**src/rtl/wdb_pkg.sv**
```systemverilog
package wdb_pkg;
  typedef enum logic [1:0] {
    PK_WR_RSP  = 2'd0,
    PK_WR_POST = 2'd1,
    PK_WR_CMP  = 2'd2,
    PK_BELL    = 2'd3
  } pkt_kind_e;

  typedef enum logic [1:0] {
    ST_IDLE,
    ST_SEND,
    ST_WAIT,
    ST_BELL
  } seq_state_e;

  localparam logic [1:0] RSP_OK = 2'd0;
endpackage

```
**src/rtl/wdb_split.sv**
```systemverilog
module wdb_split #(
  parameter int AW          = 32,
  parameter int LW          = 16,
  parameter int MAX_PAYLOAD = 256,
  parameter int SZW         = 9,
  parameter int IW          = 9
) (
  input  logic           clk_i,
  input  logic           rst_ni,
  input  logic           load_i,
  input  logic [AW-1:0]  addr_i,
  input  logic [LW-1:0]  len_i,
  input  logic           adv_i,
  output logic [AW-1:0]  addr_o,
  output logic [SZW-1:0] size_o,
  output logic [IW-1:0]  idx_o,
  output logic           has_data_o
);
  logic [AW-1:0] addr_q;
  logic [LW-1:0] rem_q;
  logic [IW-1:0] idx_q;
  logic [SZW-1:0] size;

  always_comb begin
    if (rem_q > LW'(MAX_PAYLOAD)) size = SZW'(MAX_PAYLOAD);
    else                          size = SZW'(rem_q);
  end

  always_ff @(posedge clk_i or negedge rst_ni) begin
    if (!rst_ni) begin
      addr_q <= '0;
      rem_q  <= '0;
      idx_q  <= '0;
    end else if (load_i) begin
      addr_q <= addr_i;
      rem_q  <= len_i;
      idx_q  <= '0;
    end else if (adv_i) begin
      addr_q <= addr_q + AW'(size);
      rem_q  <= rem_q - LW'(size);
      idx_q  <= idx_q + 1'b1;
    end
  end

  assign addr_o     = addr_q;
  assign size_o     = size;
  assign idx_o      = idx_q;
  assign has_data_o = (rem_q != '0);
endmodule

```
**src/rtl/wdb_rsp_track.sv**
```systemverilog
module wdb_rsp_track import wdb_pkg::*; #(
  parameter int IW      = 9,
  parameter int TIMEOUT = 4096,
  localparam int TOW    = $clog2(TIMEOUT + 1)
) (
  input  logic          clk_i,
  input  logic          rst_ni,
  input  logic          clear_i,
  input  logic          issue_i,
  input  logic          armed_i,
  input  logic          rsp_valid_i,
  input  logic [1:0]    rsp_status_i,
  output logic          all_acked_o,
  output logic          fail_o,
  output logic [IW-1:0] fail_idx_o,
  output logic          expired_o
);
  logic [IW:0]    out_q;
  logic [IW-1:0]  rcv_q;
  logic [TOW-1:0] tmr_q;
  logic           take;

  // responses only count while a confirmed write is outstanding
  assign take        = rsp_valid_i && armed_i && (out_q != '0);
  assign all_acked_o = (out_q == '0);
  assign fail_o      = take && (rsp_status_i != RSP_OK);
  assign fail_idx_o  = rcv_q;
  assign expired_o   = armed_i && (tmr_q >= TOW'(TIMEOUT - 1));

  always_ff @(posedge clk_i or negedge rst_ni) begin
    if (!rst_ni) begin
      out_q <= '0;
      rcv_q <= '0;
      tmr_q <= '0;
    end else if (clear_i) begin
      out_q <= '0;
      rcv_q <= '0;
      tmr_q <= '0;
    end else begin
      out_q <= out_q + (IW+1)'(issue_i) - (IW+1)'(take);
      if (take) rcv_q <= rcv_q + 1'b1;
      if (armed_i && !expired_o) tmr_q <= tmr_q + 1'b1;
    end
  end
endmodule

```
**src/rtl/wdb_tx_seq.sv**
```systemverilog
module wdb_tx_seq import wdb_pkg::*; #(
  parameter int AW          = 32,
  parameter int LW          = 16,
  parameter int DW          = 8,
  parameter int PW          = 2,
  parameter int MAX_PAYLOAD = 256,
  parameter int TIMEOUT     = 4096,
  localparam int SZW        = $clog2(MAX_PAYLOAD + 1),
  localparam int IW         = LW - $clog2(MAX_PAYLOAD) + 1
) (
  input  logic           clk_i,
  input  logic           rst_ni,
  input  logic           req_valid_i,
  input  logic [AW-1:0]  req_addr_i,
  input  logic [LW-1:0]  req_len_i,
  input  logic [DW-1:0]  req_dest_i,
  input  logic [PW-1:0]  req_prio_i,
  input  logic           req_confirm_i,
  output logic           busy_o,
  output logic           pkt_valid_o,
  input  logic           pkt_ready_i,
  output logic [1:0]     pkt_kind_o,
  output logic [AW-1:0]  pkt_addr_o,
  output logic [SZW-1:0] pkt_size_o,
  output logic [IW-1:0]  pkt_idx_o,
  output logic [DW-1:0]  pkt_dest_o,
  output logic [PW-1:0]  pkt_prio_o,
  input  logic           rsp_valid_i,
  input  logic [1:0]     rsp_status_i,
  output logic           done_o,
  output logic           err_o,
  output logic [IW-1:0]  err_idx_o,
  output logic           err_timeout_o
);
  seq_state_e st_q, st_d;
  logic           conf_q, cmp_q;
  logic [DW-1:0]  dest_q;
  logic [PW-1:0]  prio_q;
  logic           done_q, err_q, err_to_q;
  logic [IW-1:0]  err_idx_q;

  logic           load, wr_fire, bell_fire, armed, abort;
  logic [AW-1:0]  sp_addr;
  logic [SZW-1:0] sp_size;
  logic [IW-1:0]  sp_idx;
  logic           has_data;
  logic           all_acked, trk_fail, trk_exp;
  logic [IW-1:0]  fail_idx;
  pkt_kind_e      wr_kind;

  assign load      = (st_q == ST_IDLE) && req_valid_i;
  assign wr_fire   = (st_q == ST_SEND) && has_data && pkt_ready_i;
  assign bell_fire = (st_q == ST_BELL) && pkt_ready_i;
  assign armed     = conf_q && ((st_q == ST_SEND) || (st_q == ST_WAIT));
  assign abort     = trk_fail || trk_exp;

  wdb_split #(
    .AW(AW), .LW(LW), .MAX_PAYLOAD(MAX_PAYLOAD), .SZW(SZW), .IW(IW)
  ) u_split (
    .clk_i      (clk_i),
    .rst_ni     (rst_ni),
    .load_i     (load),
    .addr_i     (req_addr_i),
    .len_i      (req_len_i),
    .adv_i      (wr_fire),
    .addr_o     (sp_addr),
    .size_o     (sp_size),
    .idx_o      (sp_idx),
    .has_data_o (has_data)
  );

  wdb_rsp_track #(
    .IW(IW), .TIMEOUT(TIMEOUT)
  ) u_track (
    .clk_i        (clk_i),
    .rst_ni       (rst_ni),
    .clear_i      (load),
    .issue_i      (wr_fire && conf_q),
    .armed_i      (armed),
    .rsp_valid_i  (rsp_valid_i),
    .rsp_status_i (rsp_status_i),
    .all_acked_o  (all_acked),
    .fail_o       (trk_fail),
    .fail_idx_o   (fail_idx),
    .expired_o    (trk_exp)
  );

  always_comb begin
    st_d = st_q;
    unique case (st_q)
      ST_IDLE: if (req_valid_i) st_d = ST_SEND;
      ST_SEND: begin
        if (abort)          st_d = ST_IDLE;
        else if (!has_data) st_d = conf_q ? ST_WAIT : ST_BELL;
      end
      ST_WAIT: begin
        if (abort)          st_d = ST_IDLE;
        else if (all_acked) st_d = ST_BELL;
      end
      ST_BELL: if (pkt_ready_i) st_d = ST_IDLE;
      default: st_d = ST_IDLE;
    endcase
  end

  always_ff @(posedge clk_i or negedge rst_ni) begin
    if (!rst_ni) begin
      st_q      <= ST_IDLE;
      conf_q    <= 1'b0;
      cmp_q     <= 1'b0;
      dest_q    <= '0;
      prio_q    <= '0;
      done_q    <= 1'b0;
      err_q     <= 1'b0;
      err_idx_q <= '0;
      err_to_q  <= 1'b0;
    end else begin
      st_q   <= st_d;
      done_q <= bell_fire;
      err_q  <= abort;
      if (load) begin
        conf_q    <= req_confirm_i;
        cmp_q     <= (req_addr_i[2:0] == 3'd0) && (req_len_i[2:0] == 3'd0);
        dest_q    <= req_dest_i;
        prio_q    <= req_prio_i;
        err_idx_q <= '0;
        err_to_q  <= 1'b0;
      end else if (abort) begin
        err_idx_q <= fail_idx;
        err_to_q  <= !trk_fail;
      end
    end
  end

  always_comb begin
    if (conf_q)     wr_kind = PK_WR_RSP;
    else if (cmp_q) wr_kind = PK_WR_CMP;
    else            wr_kind = PK_WR_POST;
  end

  assign busy_o        = (st_q != ST_IDLE);
  assign pkt_valid_o   = ((st_q == ST_SEND) && has_data) || (st_q == ST_BELL);
  assign pkt_kind_o    = (st_q == ST_BELL) ? PK_BELL : wr_kind;
  assign pkt_addr_o    = (st_q == ST_BELL) ? '0 : sp_addr;
  assign pkt_size_o    = (st_q == ST_BELL) ? '0 : sp_size;
  assign pkt_idx_o     = sp_idx;
  assign pkt_dest_o    = dest_q;
  assign pkt_prio_o    = prio_q;
  assign done_o        = done_q;
  assign err_o         = err_q;
  assign err_idx_o     = err_idx_q;
  assign err_timeout_o = err_to_q;
endmodule

```
**config.mk**
```make
export PLATFORM = sky130hd
export DESIGN_NAME = wdb_tx_seq
export DESIGN_NICKNAME = d
export VERILOG_FILES = /design/src/rtl/wdb_pkg.sv /design/src/rtl/wdb_split.sv /design/src/rtl/wdb_rsp_track.sv /design/src/rtl/wdb_tx_seq.sv
export SDC_FILE = /design/constraint.sdc
export NUM_CORES = 1
export LEC_CHECK = 0
export BUFFER_PORTS_ARGS = -buffer_cell sky130_fd_sc_hd__buf_2
export CORE_UTILIZATION = 25
export CTS_CLUSTER_DIAMETER = 150
export DETAILED_ROUTE_END_ITERATION = 8
export PLACE_DENSITY = 0.42
export RECOVER_POWER = 100
export SYNTH_ARGS = -nofsm -noshare
export SYNTH_HDL_FRONTEND = slang
export SYNTH_SLANG_ARGS = --single-unit
```
**constraint.sdc**
```tcl
create_clock -name clk_i -period 11.32 [get_ports clk_i]
set_clock_uncertainty 0.2 [all_clocks]
set_input_delay 0.566 -clock clk_i [delete_from_list [all_inputs] [get_ports clk_i]]
set_output_delay 0.566 -clock clk_i [all_outputs]
set_load 0.03 [all_outputs]
```
; Yosys cells after proc, flatten, opt, wreduce, memory -nomap -nowiden
; Cells that the tools add are included.
[word_totals]
regBits = 115
latch_bits = 0
ramBits = 0
romBits = 0
mem_count = 0
[classes]
add_sub_neg = 7
mul = 0
div_mod_pow = 0
magnitude_cmp = 2
eq_ne = 7
shift = 0
mux = 29
bitwise_logic = 0
reduce_logical = 30
[ops]
columns = operator, n
row1 = 2-to-1 mux 32 bit, 3
row2 = 2-to-1 mux 9 bit, 8
row3 = adder 32 x 9 -> 32 bit, 1
row4 = 2-to-1 mux 16 bit, 2
row5 = 2-to-1 mux 13 bit, 2
row6 = "adder 9 x 1 -> 9 bit, second input constant", 2
row7 = 2-to-1 mux 2 bit, 9
row8 = "> comparator 16 x 9 -> 1 bit, second input constant", 1
row9 = nonzero test 16 bit, 1
row10 = subtractor 16 x 9 -> 16 bit, 1
row11 = "adder 13 x 1 -> 13 bit, second input constant", 1
row12 = "greater-or-equal comparator 13 x 12 -> 1 bit, second input constant", 1
row13 = logical AND 1 bit, 12
row14 = nonzero test 2 bit, 6
row15 = adder 10 x 1 -> 10 bit, 1
row16 = logical NOT 10 bit, 1
row17 = 2-to-1 mux 10 bit, 1
row18 = nonzero test 10 bit, 1
row19 = subtractor 10 x 1 -> 10 bit, 1
row20 = one-hot mux 2 bit (4 select lines), 1
row21 = logical NOT 3 bit, 2
row22 = "!= test 3 bit, second input constant", 2
row23 = "== test 2 bit, second input constant", 2
row24 = "!= test 2 bit, second input constant", 2
row25 = other kinds (6), 11

; Logic depth before layout (Yosys ltp)
; Gate-level depths: netlist (run 1).
[depth]
word_depth = 9
mapped_depth = 16

; By module
; A second synthesis (run 1) with hierarchy kept.
[unflattened]
hier_cells = 807
hier_area_um2 = 7174.4
[by_module_without_submodules]
columns = module, instances, cells_each, area_each_um2, seq_area_each_um2
row1 = wdb_split, 1, 415, 3633.5, 1426.4
row2 = wdb_rsp_track, 1, 218, 2092.0, 800.8
row3 = wdb_tx_seq, 1, 174, 1448.9, 650.6

; Least setup slack after synthesis (run 1)
; Ideal clock, no wire load.
[synth_timing]
path_type = register to register
from = reg u_split.rem_q[4]
to = reg u_split.addr_q[18], in the netlist u_split.addr_o[18]
setup_time_ps = 82
t_arrival_ps = 3541
required_ps = 11038
path_slack_ps = 7498
path_stages_with_launch = 13
n_path_buf = 1
synth_period_minus_slack_ps = 3822
cell_sequence = dfrtp_1 > or4_4 > o31ai_4 > and2_2 > buf_2 > nand2_1 > fa_1 > nor2b_1 > o31a_1 > o21a_1 > nor2_1 > or4_1 > a31oi_1
[synth_between]
elab_chain_cells = 5
[synth_lines]
columns = item, line_no
row1 = from (decl), wdb_split.sv:20  ; logic [LW-1:0] rem_q;
row2 = from (signal assigned), wdb_split.sv:36  ; rem_q <= len_i;
row3 = from (signal assigned), wdb_split.sv:40  ; rem_q <= rem_q - LW'(size);
row4 = > comparator 16 x 9 -> 1 bit, wdb_split.sv:25  ; if (rem_q > LW'(MAX_PAYLOAD)) size = SZW'(MAX_PAYLOAD);
row5 = 2-to-1 mux 9 bit, wdb_split.sv:25
row6 = adder 32 x 9 -> 32 bit, wdb_split.sv:39  ; addr_q <= addr_q + AW'(size);
row7 = 2-to-1 mux 32 bit, wdb_split.sv:38  ; end else if (adv_i) begin
row8 = 2-to-1 mux 32 bit, wdb_split.sv:34  ; end else if (load_i) begin
row9 = to (signal assigned), wdb_split.sv:35  ; addr_q <= addr_i;
row10 = to (signal assigned), wdb_split.sv:39
row11 = to (decl), wdb_split.sv:19  ; logic [AW-1:0] addr_q;
; Several ways; a longest one is shown, not always the timed one. The select of a mux whose other input is x is not followed.
; A chain may end at the register's enable or synchronous reset.

; Worst setup path after layout (run 1)
[layout_timing]
from = reg st_q[0]
to = reg u_split.rem_q[10]
[layout_between]
elab_chain_cells = 4
[layout_lines]
columns = item, line_no
row1 = from (decl), wdb_tx_seq.sv:35  ; seq_state_e st_q, st_d;
row2 = from (signal assigned), wdb_tx_seq.sv:117  ; st_q <= st_d;
row3 = == test 2 x 1 -> 1 bit, wdb_tx_seq.sv:52  ; assign wr_fire = (st_q == ST_SEND) && has_data && pkt_ready_i;
row4 = logical AND 1 bit (2 in series), wdb_tx_seq.sv:52
row5 = nonzero test 2 bit (no source line), n/a
; Several ways; a longest one is shown, not always the timed one.

==> results of run 1 <==
## power by group through the flow
stage	logic, mW	clock network, mW	registers [mW]
after floorplan	0.801	0	0.706
after global placement	1.11	0	0.706
after detailed placement	1.10	0	0.707
after CTS	1.11	0.596	0.702
after global routing	1.19	0.614	0.726
final	1.06	0.579	0.702
## layout make-up
type	instances	area, µm²	share of cell area, %
timing repair buffer	146	632	7.46
sequential	115	2880	34.0
clock buffer	17	425	5.02
multi-input combinational	600	3780	44.6
tap	372	465	5.49
clock inverter	15	195	2.30
inverter	26	97.6	1.15
## state kept, by name, summed over array words and instances, names as in the netlist
signal	cells
u_split.addr_o	32
u_track.tmr_q	13
done_o	1
err_idx_o	9
st_q	2
u_track.fail_idx_o	9
u_split.rem_q	16
pkt_dest_o	8
cmp_q	1
u_track.out_q	10
u_split.idx_o	9
err_o	1
conf_q	1
pkt_prio_o	2
err_timeout_o	1
## synthesized netlist by cell type (5+ instances only)
| cell | instances |
|---|---|
| a211oi_1 | 7 |
| a21o_1 | 5 |
| a21oi_1 | 33 |
| a31oi_1 | 7 |
| and2_1 | 8 |
| and3_1 | 17 |
| and3_2 | 8 |
| clkbuf_1 | 24 |
| dfrtp_1 | 115 |
| ha_1 | 32 |
| inv_1 | 26 |
| mux2i_1 | 11 |
| nand2_1 | 114 |
| nand3_1 | 19 |
| nand4_1 | 15 |
| nor2_1 | 75 |
| nor2b_1 | 34 |
| nor3_1 | 11 |
| o211ai_1 | 5 |
| o21ai_0 | 54 |
| o41ai_1 | 6 |
| or3_1 | 6 |
| xnor2_1 | 24 |
| xor2_1 | 37 |
## per-layer routing
layer	vias to the layer above	share of wire, %
met4	0	0.62
met2	117	45
li1	2964	-
met5	-	0
met1	2759	51
met3	11	3.7
## cells by family (layout without fill, tap and decap cells)
group                    count (synthesis)  count (layout)  synth area share (%)
AND/OR/NAND/NOR                        340             340                  24.8
AO/OA/AOI/OAI                          153             153                  14.5
flip-flops                             115             115                  41.5
XOR/XNOR                                61              61                  7.71
buffers and inverters                   59             204                  3.52
adder cells (fa/ha/maj)                 34              34                  6.35
multiplexers                            11              11                  1.59
other                                    1               1                0.0541
## how the worst min path moves through the flow
stage / depth (start not counted) / startpoint / to / slack, ps
after detailed placement: 2 / pkt_dest_o[0]$_DFFE_PN0P_ / pkt_dest_o[0]$_DFFE_PN0P_ / 260
final: 3 / req_prio_i[1] / pkt_prio_o[1]$_DFFE_PN0P_ / 130
after floorplan: 0 / rst_ni / cmp_q$_DFFE_PN0P_ / 70
after CTS: 1 / rst_ni / u_split.addr_o[7]$_DFFE_PN0P_ / 60
after global routing: 3 / req_dest_i[7] / pkt_dest_o[7]$_DFFE_PN0P_ / 130
after global placement: 2 / pkt_dest_o[1]$_DFFE_PN0P_ / pkt_dest_o[1]$_DFFE_PN0P_ / 260
## critical path, cell delays in order, from the launching register on
cell and delay [ps]:
dfrtp_1 400, inv_1 130, ha_1 200, and2_0 2450, clkbuf_1 2320, o21ai_0 460
==> impl_results.md, run 1 <==
- Status: finished, violations left
- Violated checks: capacitance limit, slew limit
- Register-to-Register Setup Slack: 4800 ps
- End of the worst register-to-register path: u_split.rem_q[10]$_DFFE_PN0P_
- Instance area after placement: 8000 µm²
- GPL Wtd Cong: 0.739
- Starting density of the core: 25.6%
- Clock net sink count: 115
- Class of the most critical setup path: register to register
- Flop pwr share: 30.0%
- Root buf cell: clkbuf_16
- Synthesized cell area: 6930 µm²
- Fraction of the yosys area taken by sequential cells: 41.5%
- Maximum clock frequency: 153 MHz
- Hold WS: 135 ps
- Buffers from clock root to sink, at most: 2
- Launching point of the worst reg2reg path: st_q[0]$_DFFE_PN0P_
- Post-route design area: 8470 µm²
- Routed wire length: 20.0 mm
- Busiest layer in global routing: met2
- First-pass iteration count of the detailed router: 4
- Number of warning messages in the yosys log: 0
- Combinational Power Share: 45.2%
- I/O pin count: 142
- Final Power: 2.34 mW
- GR Util met3: 2.97%
- Y dimension of the die: 169 µm
- First element of the critical path: st_q[0]$_DFFE_PN0P_
- Setup slack after placement: 7130 ps
- Placeable Area: 27100 µm²
- Startpoint types: register
- Max IR drop VDD: 102 µV
- Portion of total power attributed to the clock network: 24.8%
- Part of the cycle the worst path needs: 57.6%
- Number of setup buffers added after CTS: 0
- Reported net switching power: 1.06 mW
- Count of mapped cells out of synthesis: 774
- Areal power density over the cells: 276 nW/µm²
- Path category of the worst min-delay check: input pin to register
- Count of antenna-violating nets left after detailed routing: 0
- Area contributors post-synth: dfrtp_1 (42%), nand2_1 (6.2%), ha_1 (5.8%)
- Kind of end point of the critical path: register
- Dominant cell type by area after synthesis: dfrtp_1
- Required time of the critical path: 11260 ps
- GR met1 Demand/Resource: 20.4%
- Via density per instance: 4.53
- Final non-filler cell total: 1291
- Share of cells above drive strength 1: 13.5%
- Total overflow reported by the global router: 0
- Placed wire-length estimate: 14.2 mm
- Max capacitance violation total: 6
- Final worst slack: 4800 ps
- Routed vias: 5851
- Max H-tree Level: 4
- TritonCTS clock tree: yes
- Synth top area share: 41.5%
- Max-Slew Margin vs Limit: -131%
- Hold Vio Cnt, Final: 0
- Least-Margin Pin Slew: 3460 ps
- Full die area: 28400 µm²
- Clock latency on the worst-skew pair: 410 ps
- Number of nets produced by synthesis: 874
- Detailed router's first-iteration violation count: 289
- Hold buffers post-CTS: 0
- Number of design rule violations left after detail routing: 0
- Global-route wire length before repair: 32.4 mm
- Number of global-route vias before repair: 5878
- Number of flops mapped to enable cells by yosys: 0
- Clock-pin slew on the worst setup and hold paths: 60 ps
- Number of different library cells in the post-synthesis netlist: 72
- Avg Cell Area, Syn: 8.96 µm²
- Number of endpoints failing setup at the final stage: 0
- Cell depth of the worst flop-to-flop path: 5
- Final worst path period need: 6520 ps
- I/O Buffers: 141
- Post-route setup TNS: 0 ps
- FILL cells: 2962
- Primary FF master, synth: dfrtp_1
- Proportion of total power due to net switching: 45.4%
- Num CTS Buffers: 17
- Row Count: 60
- Global routing usage summed across all routing layers: 14.6%
- Met2 Usage GRT: 23.0%
- Leading cell types in the layout, fill and taps excluded: dfrtp_1 (115), nand2_1 (114), clkbuf_1 (81)
- Fraction of the core area covered by cells at the end of the flow: 31.3%
- Layout overhead on the synthesized area: 22.2%
- Static Leak: 3.68 nW
- Total of flip-flops plus latches after synthesis: 115
- Count of nets after finishing: 1006
- Average wire per cell in the routed design: 15.5 µm
- Cell Count Post-Placement: 1259
- Critical Path Fanout Max: 75
- Internal power: 1.28 mW
- Initial antenna violation count: 0
- Chip width: 169 µm
- RSZ-0062 raised after global routing: false
- Proportion of register bits with asynchronous set or reset after synthesis: 100%
- Final-report max-slew violation count: 331
- Pin count of the biggest net entering global routing: 76
- # diodes: 0
- Count of instances resized after the clock tree is built: 0
- Most frequent standard cell in the layout excluding fill and tap cells: dfrtp_1
- WP data arrival: 6460 ps
- Worst setup path endpoint: u_split.rem_q[10]$_DFFE_PN0P_
(Power assumes the default switching activity.)
==> inputs of run 2 (changes only) <==
- ABC_AREA: not set -> 1
- PLACE_DENSITY: 0.42 -> 0.43
- clock period: 11.32 -> 5.4 ns (I/O delays scaled with it)
==> run 2 against run 1 <==
Net effect:
- the flow still finishes with violations (capacitance limit, slew limit)
- non-clock buffer count is 54 higher
- highest routed layer unchanged
- sequential power is 100% higher
- worst hold slack worse by 130 ps
- design area is 13% higher
==> impl_results.md, run 2 <==
- Y dimension of the die: 176 µm
- Total overflow reported by the global router: 0
- Layout overhead on the synthesized area: 27.1%
- Number of warning messages in the yosys log: 0
- # diodes: 0
- Maximum clock frequency: 233 MHz
- Part of the cycle the worst path needs: 79.5%
- I/O pin count: 142
- Cell chain of the critical path: inv_1 > ha_1 > nand2_1 > inv_2 > nor2_4 > inv_1 > o311ai_0
- Average wire per cell in the routed design: 15.0 µm
- Number of global-route vias before repair: 7414
- Count of mapped cells out of synthesis: 1046
- TritonCTS clock tree: yes
- Most frequent standard cell in the layout excluding fill and tap cells: nand2_1
- Class of the most critical setup path: register to register
- Clock latency on the worst-skew pair: 420 ps
- Routed wire length: 24.4 mm
- Total of flip-flops plus latches after synthesis: 115
- Final worst path period need: 4290 ps
- Fraction of the yosys area taken by sequential cells: 38.1%
- Status: finished, violations left
- Root buf cell: clkbuf_16
- Bufs and invs on worst path: 3
- Initial antenna violation count: 0
- Global routing usage summed across all routing layers: 16.5%
- Number of endpoints failing setup at the final stage: 0
- Static Leak: 4.58 nW
- Leading cell types in the layout, fill and taps excluded: nand2_1 (223), inv_1 (147), nor2_1 (135)
- Starting density of the core: 25.5%
- Chip width: 176 µm
- Area contributors post-synth: dfrtp_1 (38%), nand2_1 (11%), inv_1 (7.2%)
- Flop pwr share: 27.5%
- Row Count: 63
- Pin count of the biggest net entering global routing: 75
- Final non-filler cell total: 1631
- Number of flops mapped to enable cells by yosys: 0
- Count of instances resized after the clock tree is built: 0
- Share of cells above drive strength 1: 10.9%
- RSZ-0062 raised after global routing: false
- Max H-tree Level: 4
- WP data arrival: 4380 ps
- Synth top area share: 38.1%
- Count of antenna-violating nets left after detailed routing: 0
- Internal power: 2.59 mW
- Synthesized cell area: 7550 µm²
- Count of nets after finishing: 1328
- Critical Path Fanout Max: 42
- Num CTS Buffers: 17
- Hold Vio Cnt, Final: 0
- Avg Cell Area, Syn: 7.22 µm²
- Required time of the critical path: 5490 ps
- Areal power density over the cells: 534 nW/µm²
- Full die area: 30900 µm²
- First-pass iteration count of the detailed router: 4
- Cell Count Post-Placement: 1543
- Family with the most delay on the worst path: simple AND/OR/NAND/NOR gates
- Proportion of total power due to net switching: 49.4%
- Detailed router's first-iteration violation count: 498
- Global-route wire length before repair: 40.0 mm
- Combinational Power Share: 50.4%
- Dominant cell type by area after synthesis: dfrtp_1
- Most numerous cell in the Yosys netlist: nand2_1
- Via density per instance: 4.62
- Crit path top cell by count: inv_1
- Number of setup buffers added after CTS: 0
- Max IR drop VDD: 216 µV
- Hold buffers post-CTS: 56
- Number of design rule violations left after detail routing: 0
- Primary FF master, synth: dfrtp_1
- Placeable Area: 29600 µm²
- Placed wire-length estimate: 17.4 mm
- Violated checks: capacitance limit, slew limit
- Highest-delay cell along the critical path: nand2_1
- Final-report max-slew violation count: 162
- Post-route setup TNS: 0 ps
- Path category of the worst min-delay check: input pin to register
- Startpoint types: register
- Proportion of register bits with asynchronous set or reset after synthesis: 100%
- GPL Wtd Cong: 0.854
- Least-Margin Pin Slew: 1940 ps
- Number of flip-flops in the largest register: 32
- Buffers from clock root to sink, at most: 2
- I/O Buffers: 141
- Portion of total power attributed to the clock network: 22.1%
- Kind of end point of the critical path: register
- Clock-pin slew on the worst setup and hold paths: 60 ps
- Number of nets produced by synthesis: 1146
- Routed vias: 7531
- Reported net switching power: 2.53 mW
- Clock net sink count: 115
- Max-Slew Margin vs Limit: -29.2%
- Number of different library cells in the post-synthesis netlist: 53
- Most frequent cells after synthesis: nand2_1 (223), inv_1 (144), nor2_1 (134)
- Max capacitance violation total: 3
- Largest stage delay, worst path: 1160 ps
[run 2: path summary, 6_finish.rpt]
| path | from | endpoint | slack, ps | cells after the start |
|---|---|---|---|---|
| worst max-delay path | st_q[0]$_DFFE_PN0P_ | u_split.rem_q[9]$_DFFE_PN0P_ | 1110 | 7 |
| worst min-delay path | req_len_i[15] | u_split.rem_q[15]$_DFFE_PN0P_ | 5 | 3 |
| worst max register to register | st_q[0]$_DFFE_PN0P_ | u_split.rem_q[9]$_DFFE_PN0P_ | 1110 | 7 |
| worst min register to register | pkt_dest_o[7]$_DFFE_PN0P_ | pkt_dest_o[7]$_DFFE_PN0P_ | 280 | 2 |
| max in group asynchronous | rst_ni | u_split.rem_q[12]$_DFFE_PN0P_ | 2210 | 3 |
| min in group asynchronous | rst_ni | u_track.tmr_q[8]$_DFFE_PN0P_ | 740 | 2 |
[run 2: area by class of cell]
| cell class | instances | area, µm² |
|---|---|---|
| sequential | 115 | 2880 |
| fill | 3303 | 20000 |
| inverter | 155 | 582 |
| timing repair buffer | 200 | 1190 |
| clock buffer | 19 | 443 |
| multi-input combinational | 739 | 3880 |
| clock inverter | 13 | 136 |
| tap | 390 | 488 |
[run 2: metrics by stage]
step           setup slack (ps)  utilization (%)  hold WS [ps]  power [mW]  area (µm²)
6_report                   1110             32.4          4.80        5.12        9600
5_1_grt                     637             32.4          31.1        5.60        9600
4_1_cts                    1640             32.8          6.08        5.24        9730
3_5_place_dp               1660             29.0           260        4.05        8590
3_3_place_gp               1710             29.0           261        4.06        8590
2_1_floorplan              2160                -          -226        3.31        7550
[run 2: cell families after synthesis]
logic type,after synthesis,synth area share (%)
other,1,0.0497
flip-flops,115,38.1
buffers and inverters,192,10.2
AND/OR/NAND/NOR,524,30.7
XOR/XNOR,16,1.86
adder cells (fa/ha/maj),34,5.83
AO/OA/AOI/OAI,164,13.3
[run 2: metal layers]
layer,global-route usage [%],up-vias,routed length (µm)
met5,0,-,0
met2,26.8,159,11400
met3,3.10,23,857
met4,5.29,0,396
met1,22.0,3551,11800
li1,-,3798,-
[run 2: worst register-to-register path: stages, from the launching register on]
cell	delay [ps]
dfrtp_1	370
inv_1	100
ha_1	230
nand2_1	1160
inv_2	770
nor2_4	510
inv_1	420
o311ai_0	410
[run 2: power groups by stage]
| stage | clock network, mW | registers (mW) | logic (mW) |
|---|---|---|---|
| after floorplan | 0 | 1.44 | 1.88 |
| after global placement | 0 | 1.42 | 2.64 |
| after detailed placement | 0 | 1.42 | 2.64 |
| after CTS | 1.16 | 1.41 | 2.67 |
| after global routing | 1.20 | 1.46 | 2.95 |
| final | 1.13 | 1.41 | 2.58 |
